### src/rtl/owire_monitor.sv
module owire_monitor #(
  parameter int TICKS_PER_US   = 100,
  parameter int STD_RST_MIN_US = 480,
  parameter int STD_RST_MAX_US = 960,
  parameter int STD_SLOT_US    = 120,
  parameter int STD_LOWR_MIN_US = 1,
  parameter int STD_LOWR_MAX_US = 15,
  parameter int STD_REC_US     = 1,
  parameter int STD_PDH_US     = 60,
  parameter int OD_RST_MIN_US  = 48,
  parameter int OD_RST_MAX_US  = 80,
  parameter int OD_SLOT_US     = 16,
  parameter int OD_LOWR_MIN_US = 1,
  parameter int OD_LOWR_MAX_US = 2,
  parameter int OD_REC_US      = 1,
  parameter int OD_PDH_US      = 6
) (
  input  logic       clk,
  input  logic       rst_n,
  input  logic       line_in,
  input  logic       od_enter,
  output logic       evt_valid,
  output logic [2:0] evt_code,
  output logic       bit_valid,
  output logic       bit_value,
  output logic       overdrive,
  output logic       od_exit,
  output logic       warn_rec_short,
  output logic       warn_rst_long,
  output logic       warn_low_short
);
  localparam logic [31:0] STD_RST_MIN  = 32'(STD_RST_MIN_US * TICKS_PER_US);
  localparam logic [31:0] STD_RST_MAX  = 32'(STD_RST_MAX_US * TICKS_PER_US);
  localparam logic [31:0] STD_SLOT     = 32'(STD_SLOT_US * TICKS_PER_US);
  localparam logic [31:0] STD_LOWR_MIN = 32'(STD_LOWR_MIN_US * TICKS_PER_US);
  localparam logic [31:0] STD_LOWR_MAX = 32'(STD_LOWR_MAX_US * TICKS_PER_US);
  localparam logic [31:0] STD_REC      = 32'(STD_REC_US * TICKS_PER_US);
  localparam logic [31:0] STD_PDH      = 32'(STD_PDH_US * TICKS_PER_US);
  localparam logic [31:0] OD_RST_MIN   = 32'(OD_RST_MIN_US * TICKS_PER_US);
  localparam logic [31:0] OD_RST_MAX   = 32'(OD_RST_MAX_US * TICKS_PER_US);
  localparam logic [31:0] OD_SLOT      = 32'(OD_SLOT_US * TICKS_PER_US);
  localparam logic [31:0] OD_LOWR_MIN  = 32'(OD_LOWR_MIN_US * TICKS_PER_US);
  localparam logic [31:0] OD_LOWR_MAX  = 32'(OD_LOWR_MAX_US * TICKS_PER_US);
  localparam logic [31:0] OD_REC       = 32'(OD_REC_US * TICKS_PER_US);
  localparam logic [31:0] OD_PDH       = 32'(OD_PDH_US * TICKS_PER_US);
  localparam int CW = $clog2(STD_RST_MAX_US * TICKS_PER_US + 2) + 1;

  localparam logic [2:0] EV_RST_STD = 3'd1;
  localparam logic [2:0] EV_RST_OD  = 3'd2;
  localparam logic [2:0] EV_ERROR   = 3'd3;
  localparam logic [2:0] EV_PRESENT = 3'd4;
  localparam logic [2:0] EV_ABSENT  = 3'd5;

  typedef enum logic [1:0] {ST_IDLE, ST_LOW, ST_PRES, ST_PRES_LOW} state_t;
  state_t state;

  logic [1:0]    sync;
  logic          prev;
  logic [CW-1:0] cnt;
  logic          seen_rise;

  wire line = sync[1];
  wire fall = prev & ~line;
  wire rise = ~prev & line;
  wire [31:0] width = 32'(cnt);

  wire [31:0] slot_max = overdrive ? OD_SLOT     : STD_SLOT;
  wire [31:0] lowr_min = overdrive ? OD_LOWR_MIN : STD_LOWR_MIN;
  wire [31:0] lowr_max = overdrive ? OD_LOWR_MAX : STD_LOWR_MAX;
  wire [31:0] rec_min  = overdrive ? OD_REC      : STD_REC;
  wire [31:0] pdh_max  = overdrive ? OD_PDH      : STD_PDH;

  wire is_std_rst = width >= STD_RST_MIN;
  wire is_od_rst  = overdrive && width >= OD_RST_MIN && width < OD_RST_MAX;
  wire std_rst_now = (state == ST_LOW) && rise && is_std_rst;

  always_ff @(posedge clk) begin
    if (!rst_n) begin
      sync <= 2'b11;
      prev <= 1'b1;
    end else begin
      sync <= {sync[0], line_in};
      prev <= sync[1];
    end
  end

  always_ff @(posedge clk) begin
    if (!rst_n)
      cnt <= '0;
    else if (fall || rise)
      cnt <= CW'(1);
    else if (cnt != '1)
      cnt <= cnt + 1'b1;
  end

  always_ff @(posedge clk) begin
    if (!rst_n) begin
      state          <= ST_IDLE;
      seen_rise      <= 1'b0;
      overdrive      <= 1'b0;
      evt_valid      <= 1'b0;
      evt_code       <= 3'd0;
      bit_valid      <= 1'b0;
      bit_value      <= 1'b0;
      od_exit        <= 1'b0;
      warn_rec_short <= 1'b0;
      warn_rst_long  <= 1'b0;
      warn_low_short <= 1'b0;
    end else begin
      evt_valid      <= 1'b0;
      bit_valid      <= 1'b0;
      od_exit        <= 1'b0;
      warn_rec_short <= 1'b0;
      warn_rst_long  <= 1'b0;
      warn_low_short <= 1'b0;
      if (rise) seen_rise <= 1'b1;

      if (std_rst_now) begin
        overdrive <= 1'b0;
        od_exit   <= overdrive;
      end else if (od_enter) begin
        overdrive <= 1'b1;
      end

      case (state)
        ST_IDLE: if (fall) begin
          state          <= ST_LOW;
          warn_rec_short <= seen_rise && (width < rec_min);
        end
        ST_LOW: if (rise) begin
          if (is_std_rst) begin
            evt_valid     <= 1'b1;
            evt_code      <= EV_RST_STD;
            warn_rst_long <= width > STD_RST_MAX;
            state         <= ST_PRES;
          end else if (is_od_rst) begin
            evt_valid <= 1'b1;
            evt_code  <= EV_RST_OD;
            state     <= ST_PRES;
          end else if (width < slot_max) begin
            bit_valid      <= 1'b1;
            bit_value      <= width < lowr_max;
            warn_low_short <= width < lowr_min;
            state          <= ST_IDLE;
          end else begin
            evt_valid <= 1'b1;
            evt_code  <= EV_ERROR;
            state     <= ST_IDLE;
          end
        end
        ST_PRES: if (fall) begin
          evt_valid <= 1'b1;
          evt_code  <= EV_PRESENT;
          state     <= ST_PRES_LOW;
        end else if (width > pdh_max) begin
          evt_valid <= 1'b1;
          evt_code  <= EV_ABSENT;
          state     <= ST_IDLE;
        end
        ST_PRES_LOW: if (rise) state <= ST_IDLE;
        default: state <= ST_IDLE;
      endcase
    end
  end
endmodule

### config.mk
export PLATFORM = sky130hd
export DESIGN_NAME = owire_monitor
export DESIGN_NICKNAME = d
export VERILOG_FILES = /design/src/rtl/owire_monitor.sv
export SDC_FILE = /design/constraint.sdc
export NUM_CORES = 1
export LEC_CHECK = 0
export BUFFER_PORTS_ARGS = -buffer_cell sky130_fd_sc_hd__buf_4
export CORE_UTILIZATION = 40
export DETAILED_ROUTE_END_ITERATION = 16
export PLACE_DENSITY = 0.63
export SYNTH_ARGS = -nofsm -noshare
export SYNTH_HDL_FRONTEND = slang
export SYNTH_SLANG_ARGS = --single-unit
export TNS_END_PERCENT = 1
### constraint.sdc
create_clock -name clk -period 3.97 [get_ports clk]
set_input_delay 0.5955 -clock clk [delete_from_list [all_inputs] [get_ports clk]]
set_output_delay 0.5955 -clock clk [all_outputs]
set_load 0.01 [all_outputs]
==> metrics.md, run 1 <==
| Metric | Value |
|---|---|
| Final TNS setup | 0 ps |
| Layout area overhead | 11.54% |
| Worst Hold Class | flop to flop |
| Final net count | 277 |
| Core Region | 4880 sq um |
| Crit start category | flop |
| Final std cells w/o fill | 323 |
| CTS tree | done |
| Worst Clk Skew | 12.18 ps |
| Die ar. | 5526 sq um |
| Clock buffer depth | 2 |
| Leakage | 0.9774 nW |
| Fin util | 0.4785 |
| Total gr overflow | 0 |
| Synth Register Bits | 35 |
| Critical-path cell with the highest stage delay | dfxtp_1 |
| Placed cell areas | 2217 sq um |
| Clock Sinks | 35 |
| Postcts setup bufs | 0 |
| Synth area leaders | dfxtp_1, ha_1, nor2_1 |
| Top cell type's share of synthesized area | 0.3347 |
| CP max FO | 14 |
| Hold_sp | sync[0]$_SDFF_PN1_ |
| PortBufs | 14 |
| Sequential share of the synthesized area | 0.3347 |
| Number of global-route vias before repair | 1581 |
| Antenna viol nets, final | 0 |
| Crit path cell chain | ha_1 -> nor4bb_1 -> a2111oi_0 -> a31oi_1 -> o32ai_1 -> and2b_1 -> mux2i_1 |
| Req. time, crit path | 4160 ps |
| R2r startpoint | overdrive$_SDFFE_PP0P_ |
| WP buf/inv | 0 |
| DR vias | 1770 |
| Area of the multi-input gates | 1279 sq um |
| Net Count, Synth | 269 |
| Post-synthesis cell count | 247 |
| Clock Latency Late Sink | 290 ps |
| Post-synth cell types | 55 |
| Crit. Startpoint | overdrive$_SDFFE_PP0P_ |
| # IOs | 15 |
| Slew Limit Fails | 0 |
| Fill count | 494 |
| Asr flop ratio synth | 0 |
| CTS H-tree lvls | 2 |
| Slew of the pin with the lowest slew margin | 672.1 ps |
| Resized cells post-CTS | 0 |
| Die X-Extent | 74.34 microns |
| Initial antenna violation count | 0 |
| Root Driver | clkbuf_8 |
| Status | complete, no violations |
| Final instance area | 2335 sq um |
| Clk pin slew, worst setup/hold paths | 80 ps |
| Syn Area/Cell | 8.475 sq um |
| Layout cell share with drive strength beyond 1 | 0.1172 |
| F_max | 364.8 MHz |
| Cts hold-fix bufs | 0 |
| Pin count of the biggest net entering global routing | 18 |
| Cell count after placement | 315 |
| Setup-failing EPs final | 0 |
| Ys flop type | dfxtp_1 |
| Final Cycle Share | 0.6904 |
| CTS Buf Count | 5 |
| Total track usage | 0.1833 |
| Slew HR | 0.5509 |
| Unrepaired setup endpoints after global routing | no |
| Synth area leader | dfxtp_1 |
| Initial DRT Pass Iterations | 4 |
| Delay-heaviest family, CP | compound AO/OA/AOI/OAI gates |
| Worst VDD drop | 0.2116 mV |
| Routability Congestion | 0.8081 |
| CP Data Arrival Time | 2930 ps |
| Global-route wire length before repair | 7.638 mm |
| Critical Path End Type | flop |
| Starting Density | 0.4290 |
| Initial DRC count | 103 |
| Synth warn | 0 |
| Site Rows | 25 |
| Crit path largest cell delay | 670 ps |
| Post-synth EDFFs | 0 |
| Dpl hpwl | 3.255 mm |
| Vert. Die Dim | 74.34 microns |
| Routed vias/inst | 5.480 |
| PwrDens | 322.2 nW/um^2 |
| Min Tclk post-route | 2741 ps |
| Post-route DRC | 0 |
| Storage element area | 700.7 sq um |
| Max Cap Viol | 0 |
| Routed wire length | 4.485 mm |
| Crit path kind | flop to flop |
| Cell area after synthesis | 2093 sq um |
| DR WL/cell | 13.89 microns |
| Number of hold violations in the final report | 0 |
| N_diodes | 0 |
## per-layer routing
metal / global-route usage / share of wire / routed length (microns) / vias to the layer above
met5: 0 / 0 / 0 / -
met4: 0.07757 / 0.020 / 88 / 0
met3: 0.04607 / 0.056 / 252 / 9
met2: 0.2717 / 0.44 / 1963 / 44
met1: 0.2527 / 0.49 / 2181 / 812
li1: - / - / - / 905
## state kept, by name (all words and copies together) (netlist names)
signal / flops
bit_value: 1
prev: 1
evt_code: 3
seen_rise: 1
warn_low_short: 1
warn_rec_short: 1
od_exit: 1
sync: 2
overdrive: 1
bit_valid: 1
state: 2
cnt: 18
evt_valid: 1
warn_rst_long: 1
## logic make-up after synthesis
family | share of synthesized area
AND/OR/NAND/NOR | 0.2744
XOR/XNOR | 0.05439
AO/OA/AOI/OAI | 0.1650
buffers and inverters | 0.05439
flip-flops | 0.3347
adder cells (fa/ha/maj) | 0.1076
multiplexers | 0.009564
## metrics by stage
step                setup WS (ps)  hold slack [ps]  power, mW
global placement             1408            401.0     0.4228
floorplan                    1603            386.3     0.4061
finish                       1229            422.8     0.7522
detailed placement           1338            404.9     0.4232
global route                 1111            453.4     0.7791
CTS                          1300            428.0     0.7593
## cells in the final DEF (no fill, tap or decap), types with 3 or more instances in the layout
master	instances
dfxtp_1	35
nor2_1	22
nand2_1	20
ha_1	18
buf_4	14
inv_1	13
a21oi_1	11
nand3_1	10
nor3_1	8
o21ai_0	8
nand4_1	7
xor2_1	7
and3_1	6
xnor2_1	6
a31oi_1	6
clkbuf_8	6
nor4_1	5
and4_1	4
nand2b_1	4
or3_1	3
o31ai_1	3
## Yosys cell counts (all sizes together) (2+ instances only)
library cell and number:
o21a 2, a21boi 2, or2 2, nor3 8
nand3b 2, nand2 20, and3 6, a2111oi 2
and4 4, or3 3, and2 2, nor2 22
buf 4, a21o 2, nand4 7, o31ai 3
ha 18, a31oi 6, clkbuf 9, xnor2 6
a21oi 11, nor4 5, nand2b 4, xor2 7
o21ai 9, mux2i 2, dfxtp 35, nand3 10
inv 13
## cell type report
cell class / count / area share
multi-input combinational: 186 / 0.5477
sequential: 35 / 0.3001
timing repair buffer: 14 / 0.04502
tap: 67 / 0.03591
clock buffer: 6 / 0.03537
inverter: 13 / 0.02090
clock inverter: 2 / 0.01501
## power by group
part,internal [mW],switching [mW]
sequential,0.358,0.00970
combinational,0.0206,0.0275
clock,0.203,0.133
## final timing paths
check                                                 to  slack (ps)  depth (start not counted)
worst max-delay path            evt_code[2]$_SDFFE_PN0P_        1230                          7
worst min-delay path                  sync[1]$_SDFF_PN1_         420                          1
worst max register to register  evt_code[2]$_SDFFE_PN0P_        1230                          7
worst min register to register        sync[1]$_SDFF_PN1_         420                          1
No activity file was read; power rests on OpenSTA's default activity.
==> inputs of run 2 (changes only) <==
--- a/config.mk
+++ b/config.mk
@@ -8,7 +8,7 @@
 export BUFFER_PORTS_ARGS = -buffer_cell sky130_fd_sc_hd__buf_4
 export CORE_UTILIZATION = 40
 export DETAILED_ROUTE_END_ITERATION = 16
-export PLACE_DENSITY = 0.63
+export PLACE_DENSITY = 0.65
 export SYNTH_ARGS = -nofsm -noshare
 export SYNTH_HDL_FRONTEND = slang
 export SYNTH_SLANG_ARGS = --single-unit
==> constraint.sdc (replaced) <==
create_clock -name clk -period 2.4 [get_ports clk]
set_input_delay 0.36 -clock clk [delete_from_list [all_inputs] [get_ports clk]]
set_output_delay 0.36 -clock clk [all_outputs]
set_load 0.01 [all_outputs]
==> metrics.md, run 2 (same netlist as run 1, synthesis figures left out) <==
| Metric | Value |
|---|---|
| Status | complete, no violations |
| Slew Limit Fails | 0 (unchanged) |
| Slew of the pin with the lowest slew margin | 644.2 ps (-27.94 ps) |
| Total gr overflow | 0 (unchanged) |
| R2R depth | 7 (unchanged) |
| Worst setup margin | 82.02 ps (-1147 ps) |
| Min Tclk post-route | 2318 ps (-423.0 ps) |
| Clk pin slew, worst setup/hold paths | 70 ps (about the same) |
| Root Driver | clkbuf_8 |
| Vert. Die Dim | 74.34 microns (unchanged) |
| R2r startpoint | overdrive$_SDFFE_PP0P_ |
| Initial DRC count | 162 (+57%) |
| F_max | 431.4 MHz (+18%) |
| PwrDens | 510.7 nW/um^2 (+59%) |
| Most flops, register | cnt |
| Min-Delay Endpoint | sync[0]$_SDFF_PN1_ |
| Initial DRT Pass Iterations | 4 (unchanged) |
| Pre-CTS WS | 125.9 ps (-1212 ps) |
| Crit path kind | flop to flop |
| CTS Buf Count | 5 (unchanged) |
| Pin count of the biggest net entering global routing | 18 (unchanged) |
| Starting Density | 0.4290 (unchanged) |
| Leakage | 1.062 nW (+8.6%) |
| Layout cell share with drive strength beyond 1 | 0.1697 (+0.05255) |
| Post-route DRC | 0 (unchanged) |
| Dpl hpwl | 3.474 mm (+6.7%) |
| Routability Congestion | 0.8609 (+6.5%) |
| Final net count | 292 (+5.4%) |
| Site Rows | 25 (unchanged) |
| Layout area overhead | 17.27% |
| Number of global-route vias before repair | 1706 (+7.9%) |
| Cell count after placement | 330 (+4.8%) |
| Initial antenna violation count | 0 (unchanged) |
| N_diodes | 0 (unchanged) |
| Cts hold-fix bufs | 0 (unchanged) |
| Number of hold violations in the final report | 0 (unchanged) |
| Slew HR | 0.5695 (+0.01867) |
| Total track usage | 0.1924 (+0.009081) |
| Final TNS setup | 0 ps (unchanged) |
| Power Total | 1.254 mW (+67%) |
| Routed wire length | 4.838 mm (+7.9%) |
| Setup-failing EPs final | 0 (unchanged) |
| Antenna viol nets, final | 0 (unchanged) |
| Crit start category | flop |
| Fin Hold WS | 246.1 ps (-176.6 ps) |
| Core Region | 4880 sq um (unchanged) |
| Leading cell type in the layout, fill and taps excluded | dfxtp_1 |
| Clock Latency Late Sink | 290 ps (about the same) |
| DR vias | 1834 (+3.6%) |
| CTS tree | done |
| Clock buffer depth | 2 (unchanged) |
| CTS H-tree lvls | 2 (unchanged) |
| Routed vias/inst | 5.426 (-0.98%) |
| Worst VDD drop | 0.3636 mV (+72%) |
| Leading cell types in the layout, fill and taps excluded | dfxtp_1, buf_4, nor2_1, nand2_1, ha_1 |
| # IOs | 15 (unchanged) |
| Req. time, crit path | 2630 ps (-1530 ps) |
| Worst Hold Class | primary input to flop |
| Reg-to-reg setup timing slack | 80 ps (-1150 ps) |
| CP max FO | 5 (-9) |
| Max Cap Viol | 0 (unchanged) |
| Max reg flops | 18 (unchanged) |
| PortBufs | 14 (unchanged) |
| DR WL/cell | 14.31 microns (+3.1%) |
| Final Cycle Share | 0.9658 (+0.2754) |
| Top Registers | cnt x18, evt_code x3 |
| Resized cells post-CTS | 0 (unchanged) |
| Postcts setup bufs | 0 (unchanged) |
| Worst Clk Skew | 4.796 ps (-7.387 ps) |
| RR Endpoint | state[1]$_SDFFE_PN0P_ |
| Fill count | 490 (-0.81%) |
| Hold_sp | line_in |
| Final std cells w/o fill | 338 (+4.6%) |
| Hold path depth | 2 (+1) |
| Die X-Extent | 74.34 microns (unchanged) |
| Clock Sinks | 35 (unchanged) |
| CP Data Arrival Time | 2550 ps (-380 ps) |
| Die ar. | 5526 sq um (unchanged) |
| Critical Path End Type | flop |
| Global-route wire length before repair | 8.038 mm (+5.2%) |
-- run 2: layout make-up --
cell class	count	area [sq um]	share of cell area
sequential	35	700.7	0.2854
inverter	13	48.80	0.01988
timing repair buffer	29	217.7	0.08869
multi-input combinational	186	1286	0.5240
clock buffer	6	82.58	0.03364
clock inverter	2	35.03	0.01427
tap	67	83.83	0.03415
-- run 2: worst max path at each step --
stage                      startpoint                        to  slack, ps  cells after the start
6_report       overdrive$_SDFFE_PP0P_     state[1]$_SDFFE_PN0P_         80                      7
5_1_grt        overdrive$_SDFFE_PP0P_     state[1]$_SDFFE_PN0P_        -50                      7
4_1_cts        overdrive$_SDFFE_PP0P_  evt_code[2]$_SDFFE_PN0P_        120                      7
3_5_place_dp   overdrive$_SDFFE_PP0P_  evt_code[0]$_SDFFE_PN0P_        130                      7
3_3_place_gp   overdrive$_SDFFE_PP0P_  evt_code[0]$_SDFFE_PN0P_        150                      7
2_1_floorplan  overdrive$_SDFFE_PP0P_  evt_code[0]$_SDFFE_PN0P_         30                      7
-- run 2: worst max-delay path: stages (launching register included) --
cell	delay, ps
dfxtp_1	350
ha_1	300
nor4bb_1	390
a2111oi_0	130
a31oi_1	270
o32ai_2	160
or4b_1	520
a21oi_1	130
-- run 2: per-stage QoR --
| step | instance area [sq um] | utilization |
|---|---|---|
| after detailed placement | 2330 | 0.4774 |
| after global placement | 2330 | 0.4774 |
| after CTS | 2447 | 0.5015 |
| final | 2455 | 0.5031 |
| after global routing | 2455 | 0.5031 |
| after floorplan | 2093 | - |
-- run 2: routing by layer --
layer | vias up | global-route usage | routed length, microns
met4 | 0 | 0.06499 | 103
li1 | 933 | - | -
met3 | 10 | 0.04201 | 190
met5 | - | 0 | 0
met2 | 42 | 0.2990 | 2136
met1 | 849 | 0.2642 | 2407
-- run 2: where the power goes --
part / switching [mW] / internal [mW] / total (mW)
sequential: 0.0110 / 0.592 / 0.603
clock: 0.225 / 0.336 / 0.561
combinational: 0.0524 / 0.0369 / 0.0893
total: 0.289 / 0.965 / 1.25
